===== src/rtl/svc_sched_pkg.sv =====
package svc_sched_pkg;
  localparam int PW   = 2;
  localparam int NLVL = 1 << PW;

  typedef enum logic [PW-1:0] {
    PRIO_OFF  = 2'd0,
    PRIO_LOW  = 2'd1,
    PRIO_MID  = 2'd2,
    PRIO_HIGH = 2'd3
  } prio_e;
endpackage


===== src/rtl/svc_lowbit.sv =====
// Finds the lowest set bit of a vector.
module svc_lowbit #(
  parameter int N  = 32,
  parameter int IW = (N > 1) ? $clog2(N) : 1
) (
  input  logic [N-1:0]  vec,
  output logic          any,
  output logic [IW-1:0] idx
);
  always_comb begin
    any = |vec;
    idx = '0;
    for (int i = N - 1; i >= 0; i--) begin
      if (vec[i]) idx = IW'(i);
    end
  end
endmodule


===== src/rtl/svc_prio_regs.sv =====
// Host-written per-channel priority levels.
module svc_prio_regs import svc_sched_pkg::*; #(
  parameter int NCH = 32,
  parameter int CW  = (NCH > 1) ? $clog2(NCH) : 1
) (
  input  logic              clk,
  input  logic              rst_n,
  input  logic              we,
  input  logic [CW-1:0]     wch,
  input  logic [PW-1:0]     wval,
  output logic [NCH*PW-1:0] prio_all
);
  always_ff @(posedge clk or negedge rst_n) begin
    if (!rst_n) begin
      prio_all <= '0;
    end else if (we && (int'(wch) < NCH)) begin
      prio_all[int'(wch)*PW +: PW] <= wval;
    end
  end
endmodule


===== src/rtl/svc_pick.sv =====
// Level-then-index arbiter: highest level wins, lowest channel breaks ties.
module svc_pick import svc_sched_pkg::*; #(
  parameter int NCH = 32,
  parameter int CW  = (NCH > 1) ? $clog2(NCH) : 1
) (
  input  logic [NCH-1:0]    pend,
  input  logic [NCH*PW-1:0] prio_all,
  output logic              win_vld,
  output logic [CW-1:0]     win_ch
);
  logic [NLVL-1:1][NCH-1:0] lvl_vec;
  logic [NLVL-1:1]          lvl_any;
  logic [NLVL-1:1][CW-1:0]  lvl_idx;

  for (genvar lv = 1; lv < NLVL; lv++) begin : g_lvl
    for (genvar c = 0; c < NCH; c++) begin : g_ch
      assign lvl_vec[lv][c] = pend[c] && (prio_all[c*PW +: PW] == PW'(lv));
    end
    svc_lowbit #(.N(NCH), .IW(CW)) u_low (
      .vec (lvl_vec[lv]),
      .any (lvl_any[lv]),
      .idx (lvl_idx[lv])
    );
  end

  always_comb begin
    win_vld = 1'b0;
    win_ch  = '0;
    for (int lv = 1; lv < NLVL; lv++) begin
      if (lvl_any[lv]) begin
        win_vld = 1'b1;
        win_ch  = lvl_idx[lv];
      end
    end
  end
endmodule


===== src/rtl/svc_sched.sv =====
module svc_sched import svc_sched_pkg::*; #(
  parameter int NCH = 32,
  parameter int CW  = (NCH > 1) ? $clog2(NCH) : 1
) (
  input  logic           clk,
  input  logic           rst_n,
  input  logic [NCH-1:0] req_i,
  input  logic           prio_we_i,
  input  logic [CW-1:0]  prio_ch_i,
  input  logic [PW-1:0]  prio_val_i,
  input  logic           force_end_i,
  input  logic           thread_end_i,
  output logic           busy_o,
  output logic           start_o,
  output logic [CW-1:0]  grant_ch_o
);
  logic [NCH*PW-1:0] prio_all;
  logic [NCH-1:0]    pend_q;
  logic [NCH-1:0]    clr_vec;
  logic              fe_q;
  logic              busy_q;
  logic              start_q;
  logic [CW-1:0]     gch_q;
  logic              win_vld;
  logic [CW-1:0]     win_ch;
  logic              end_evt;

  svc_prio_regs #(.NCH(NCH), .CW(CW)) u_prio (
    .clk      (clk),
    .rst_n    (rst_n),
    .we       (prio_we_i),
    .wch      (prio_ch_i),
    .wval     (prio_val_i),
    .prio_all (prio_all)
  );

  svc_pick #(.NCH(NCH), .CW(CW)) u_pick (
    .pend     (pend_q),
    .prio_all (prio_all),
    .win_vld  (win_vld),
    .win_ch   (win_ch)
  );

  // A normal end and a pending force-end merge into one termination.
  assign end_evt = busy_q && (thread_end_i || fe_q);
  assign clr_vec = end_evt ? (NCH'(1) << gch_q) : '0;

  always_ff @(posedge clk or negedge rst_n) begin
    if (!rst_n) begin
      pend_q  <= '0;
      fe_q    <= 1'b0;
      busy_q  <= 1'b0;
      start_q <= 1'b0;
      gch_q   <= '0;
    end else begin
      pend_q  <= (pend_q & ~clr_vec) | req_i;
      fe_q    <= force_end_i && busy_q && !end_evt;
      start_q <= 1'b0;
      if (busy_q) begin
        if (end_evt) busy_q <= 1'b0;
      end else if (win_vld) begin
        busy_q  <= 1'b1;
        start_q <= 1'b1;
        gch_q   <= win_ch;
      end
    end
  end

  assign busy_o     = busy_q;
  assign start_o    = start_q;
  assign grant_ch_o = gch_q;
endmodule


===== config.mk =====
export PLATFORM = sky130hd
export DESIGN_NAME = svc_sched
export DESIGN_NICKNAME = d
export VERILOG_FILES = /design/src/rtl/svc_sched_pkg.sv /design/src/rtl/svc_lowbit.sv /design/src/rtl/svc_prio_regs.sv /design/src/rtl/svc_pick.sv /design/src/rtl/svc_sched.sv
export SDC_FILE = /design/constraint.sdc
export NUM_CORES = 1
export LEC_CHECK = 0
export ABC_AREA = 0
export BUFFER_PORTS_ARGS = -buffer_cell sky130_fd_sc_hd__buf_2
export CAP_MARGIN = 40
export CORE_UTILIZATION = 44
export DETAILED_ROUTE_END_ITERATION = 8
export SETUP_SLACK_MARGIN = 0.05
export SLEW_MARGIN = 30
export SYNTH_ARGS = -nofsm -noshare
export SYNTH_HDL_FRONTEND = slang
export SYNTH_HIERARCHICAL = 1
export SYNTH_SLANG_ARGS = --single-unit

===== constraint.sdc =====
create_clock -name clk -period 3.25 [get_ports clk]
set_input_delay 0.325 -clock clk [delete_from_list [all_inputs] [get_ports clk]]
set_output_delay 0.325 -clock clk [all_outputs]
set_load 0.01 [all_outputs]

; Yosys cells after proc, flatten, opt, wreduce, memory -nomap -nowiden
; Index checks and enable logic that the tools add are counted.
[op_classes]
shift = 3
n_eq_ne = 96
mux = 108
n_bitwise = 4
add_sub_neg = 1
n_reduce_logical = 105
[op_table]
columns = operator, n
row1 = 5-bit 2-to-1 mux, 99
row2 = 2-bit equality test (second input constant), 64
row3 = 1-bit logical AND, 99
row4 = 32-bit OR reduction, 3
row5 = 64-bit bitwise mux, 1
row6 = 2-bit by 1-bit equality test with 1-bit output (second input constant), 32
row7 = 2-bit by 33-bit variable shift with 64-bit output (first input constant), 1
row8 = 2-bit by 33-bit variable part select with 64-bit output, 1
row9 = 6-bit negation with 33-bit output, 1
row10 = 32-bit bitwise AND, 1
row11 = 32-bit 2-to-1 mux, 1
row12 = 32-bit inverter, 1
row13 = 32-bit bitwise OR, 1
row14 = 1-bit by 5-bit left shift with 32-bit output (first input constant), 1
row15 = 1-bit 2-to-1 mux, 7
row16 = 2-bit AND reduction, 1
row17 = 1-bit logical NOT, 1
row18 = 1-bit logical OR, 1
row19 = 1-bit inverter, 1
[totals]
inputBits = 44
elab_cells = 323
reg_bits = 104
output_inout_bits = 7

; Depth between registers and ports, before layout
[logic_depth]
depth_word = 37
ltp_mapped = 11
mapped_depth_nobuf = 10

; By module
; Netlist, hierarchy kept.
[modules_own_cells]
columns = mod, cells_per_inst, area_per_inst_um2, seq_area_each_um2, n_inst
row1 = svc_prio_regs, 237, 2984.1, 1601.5, 1
row2 = svc_sched, 140, 1690.4, 1001.0, 1
row3 = svc_lowbit, 65, 385.4, 0.0, 3
row4 = svc_pick, 172, 835.8, 0.0, 1

; Worst setup path before layout
; Ideal clock, no wire load.
[synth_timing]
kind = reg2reg
start = register u_prio.prio_all[38]
end = register gch_q[0], in the netlist grant_ch_o[0]
arrival_time_ns = 2.427
setup_ns = 0.125
synth_period_minus_slack_ns = 2.551
required_time_ns = 3.125
path_buffers = 1
path_slack_ns = 0.699
stages_incl_launch_ff = 9
cell_sequence = dfrtp_1 and3b_1 or4_4 nor3_2 nand4_1 or3_1 nor2b_1 buf_2 mux2_2
[synth_lines]
columns = item, line
row1 = from (decl), svc_prio_regs.sv:11  ; output logic [NCH*PW-1:0] prio_all
row2 = "from (signal, indexed assignment)", svc_prio_regs.sv:17  ; prio_all[int'(wch)*PW +: PW] <= wval;
row3 = to (signal assigned), svc_sched.sv:64  ; gch_q <= win_ch;
row4 = to (decl), svc_sched.sv:23  ; logic [CW-1:0] gch_q;

==> flow_results.org <==
** Place
- Final weighted congestion in routability-driven placement :: a little under 1
- Number of port buffers :: 50
- At the placement stage, the worst setup path has a slack of approximately 0.25 ns.
- Once placement completed, the tool counted placed cells totaling between 900 and 1000.
- Detailed placement finished with a half-perimeter wire length of between 15 and 20 mm.
- Post-place instance area :: 7110 sq um

** Routing
- Via-per-instance ratio :: 6.07
- The first detailed-routing pass took 9 iterations.
- Post-DRT Antenna Nets :: 0
- Wires add up to about 20 mm.
- The detailed router placed between 5000 and 6000 vias in this run.
- Detailed Route Iter0 Violations :: 472
- Drt drc :: 0
- Routed len/inst :: around 20 microns

** Floorplanning
- Placement row count :: 44
- Area of the die :: ~16000 sq um
- Once the floorplan was initialized, standard cells occupied 45.5% of the core.
- The floorplan step set the die height to ~130 microns.
- Area inside the core boundary :: about 15000 sq um
- Top-level I/O count :: 51
- Die Width :: 125 microns

** Worst setup path
- Kind of launch point of the worst setup path :: flip-flop
- Critical path endpoint category :: flip-flop
- Data on the critical path arrives at its endpoint at between 3 and 4 ns.
- Largest fanout on the critical path :: 7
- Data required time of the critical path :: between 3 and 4 ns
- Worst setup path category :: reg2reg

** Synth
- Number of enable flip-flop cells after synthesis :: 0
- Portion of the post-synthesis area used by sequential elements :: between 30 and 40%
- Synthesis instantiated 53 different standard cells from the library.
- Synth warn :: 6
- Proportion of synthesized flip-flops having asynchronous set or reset :: 100%
- Synthesized netlist cell count :: 744
- Among all flip-flop cells after synthesis, the most frequent one is dfrtp_1.
- Mapped Avg Cell Area :: between 8 and 9 sq um
- The mapped netlist covers 6670 sq um.
- Number of nets produced by synthesis :: 790
- After synthesis the netlist holds a flip-flop and latch count of between 100 and 150.

** Layout
- The library cell used most frequently in the layout, excluding fill and tap cells, is dfrtp_1.
- Post-route non-filler standard cell count :: ~980
- Antenna Cells :: 0
- Compared with the post-synthesis result, the final layout area differs by 11.3%.
- Post-route cell area :: 7420 sq um
- The net count of the finished layout is approximately 840.
- Leading cell types in the layout, fill and taps excluded :: dfrtp_1, nor2_1, nand2_1
- Core Util, Final :: about half
- Cells with a size suffix above 1 make up roughly 20% of the layout.

** STA
- The worst path in the final design needs a cycle of between 2 and 3 ns, including I/O delays and setup.
- Setup repair after global routing left no endpoint under its margin.
- Fin crit share :: 89.4%
- Setup violations remaining at the end of the flow were counted as 0.
- After layout, the worst setup slack is between 0.3 and 0.4 ns.
- Fmax :: approximately 0.34 GHz
- Relative max-transition margin :: 47.1%
- On the final layout, the worst clock skew is ~0.0077 ns.
- The count of pins over their slew limit came to 0.
- Number of hold violations in the final report :: 0
- Tightest Pin Transition :: 0.782 ns
- In the final timing run, aggregate negative setup slack is 0 ns.
- Worst hold slack :: ~0.14 ns

** Global route
- Combined global-route utilization of all metal layers :: around a quarter
- The first global-routing pass estimated just over 30 mm of wire.
- Summed over all layers, the global routing overflow is 0.
- Initial antenna violation count :: 0
- Entering global routing, the biggest net connects 60 pins.
- Number of global-route vias before repair :: between 5000 and 6000

** Clock network
- CTS buffer count :: 9
- Worst-path clk slew :: around 0.070 ns
- Worst-Skew Late Latency :: between 0.3 and 0.4 ns
- The H-tree was split into 3 levels.
- In this run the clock root is driven by a clkbuf_16.
- Sink count of the clock tree :: 104
- The longest clock path from root to sink contains 2 buffers.
- CTS tree :: yes

** Power
- Power spread over the standard cell area amounts to slightly below 700 nW/um^2.
- Total Power Consumption :: 5.10 mW
- For this design the static power due to leakage is about 3.2 nW.
- VDD sags by at most between 300 and 400 uV.

** Hold path
- Worst hold path type :: in2reg

** Outcome
- The flow ran to the end, and the final reports show no timing, DRC or antenna violations.

** Job
- Max-cap violations in this run came to 0.
report_power, final:
part,internal [mW],total (mW),switching [mW]
clock network,0.540,1.07,0.529
registers,1.52,1.89,0.371
logic,0.934,2.14,1.20
total,3.00,5.10,2.10
logic make-up (layout without fill, tap and decap cells):
kind of cell | Yosys count | after routing | synth area share (%)
compound gates | 123 | 123 | 12.5
xor+xnor | 3 | 3 | 0.620
fa+ha+maj | 2 | 2 | 0.375
buf+inv | 43 | 97 | 2.80
flops | 104 | 104 | 39.0
mux | 68 | 68 | 11.5
simple gates | 401 | 401 | 33.2
repair_timing:
item | in CTS | in global routing
gates resized for setup | 0 | 0
hold buffers | 1 | 0
buffers inserted | 0 | 0
hold endpoints to repair | 15 | 0
state kept, by name, indices dropped and copies added, names as in the netlist:
| signal | flops |
|---|---|
| busy_o | 1 |
| fe_q | 1 |
| grant_ch_o | 5 |
| pend_q | 32 |
| start_o | 1 |
| u_prio/prio_all | 64 |
synthesized netlist by cell type (2+ instances only):
cell type / count / area (sq um)
nand3b_1: 8 / 60.1
nand4bb_1: 3 / 33.8
or4_1: 6 / 45.0
o21a_1: 4 / 30.0
o21ai_1: 5 / 25.0
dfrtp_1: 104 / 2600
o21ai_0: 16 / 80.1
nor3_1: 21 / 105
a21oi_1: 31 / 155
nor3_2: 6 / 60.1
and3_1: 36 / 225
clkbuf_1: 8 / 30.0
inv_1: 21 / 78.8
a211oi_1: 3 / 22.5
and2_1: 5 / 31.3
o31ai_1: 30 / 225
nand2_1: 72 / 270
a221oi_1: 3 / 26.3
buf_2: 11 / 55.1
a21boi_2: 3 / 33.8
or4_4: 6 / 67.6
nor4b_1: 4 / 35.0
nor3b_1: 8 / 60.1
nor4_1: 21 / 131
o2111ai_1: 3 / 26.3
and4b_1: 2 / 20.0
a2111oi_0: 6 / 52.6
nor2b_1: 16 / 100
nand4_1: 13 / 81.3
nor2_1: 96 / 360
nand3_1: 22 / 110
o21bai_1: 2 / 15.0
and3b_1: 11 / 96.3
a21o_1: 11 / 82.6
mux2_2: 68 / 766
o41ai_1: 3 / 26.3
nand2b_1: 35 / 219
nand4b_1: 4 / 35.0
ha_1: 2 / 25.0
or3_1: 2 / 12.5
worst max-delay path, stage by stage (launching register included):
cell and delay (ns):
dfrtp_1 0.40, and3b_1 0.22, nor4_1 0.41, nand3_1 0.23, nor3_2 0.25, nand4_1 0.29, or3_1 0.44, nor2b_1 0.22
mux2_2 0.31
per-layer routing:
metal | up-vias | GRT usage (%) | wire (microns)
li1 | 2815 | - | -
met3 | 30 | 5.26 | 1270
met2 | 221 | 42.8 | 9370
met4 | 0 | 8.32 | 421
met1 | 2891 | 34.4 | 8660
met5 | - | 0 | 0
final cells by class:
| class | instances | area (sq um) |
|---|---|---|
| Sequential cell | 104 | 2600 |
| Inverter | 21 | 78.8 |
| Multi-Input combinational cell | 597 | 3880 |
| Timing Repair Buffer | 60 | 340 |
| Fill cell | 1387 | 7220 |
| Clock inverter | 6 | 62.6 |
| Clock buffer | 10 | 229 |
| Tap cell | 184 | 230 |
path summary, 6_finish.rpt:
kind,start,endpoint,slack (ns),depth (start not counted)
hold reg to reg,pend_q[27],pend_q[27],0.53,1
max in group asynchronous,rst_n,u_prio/prio_all[41],2.02,3
setup reg to reg,u_prio/prio_all[54],grant_ch_o[0],0.34,8
hold / removal,req_i[28],pend_q[28],0.14,2
setup / recovery,u_prio/prio_all[54],grant_ch_o[0],0.34,8
min in group asynchronous,rst_n,u_prio/prio_all[24],0.50,2
(Power assumes the default switching activity.)
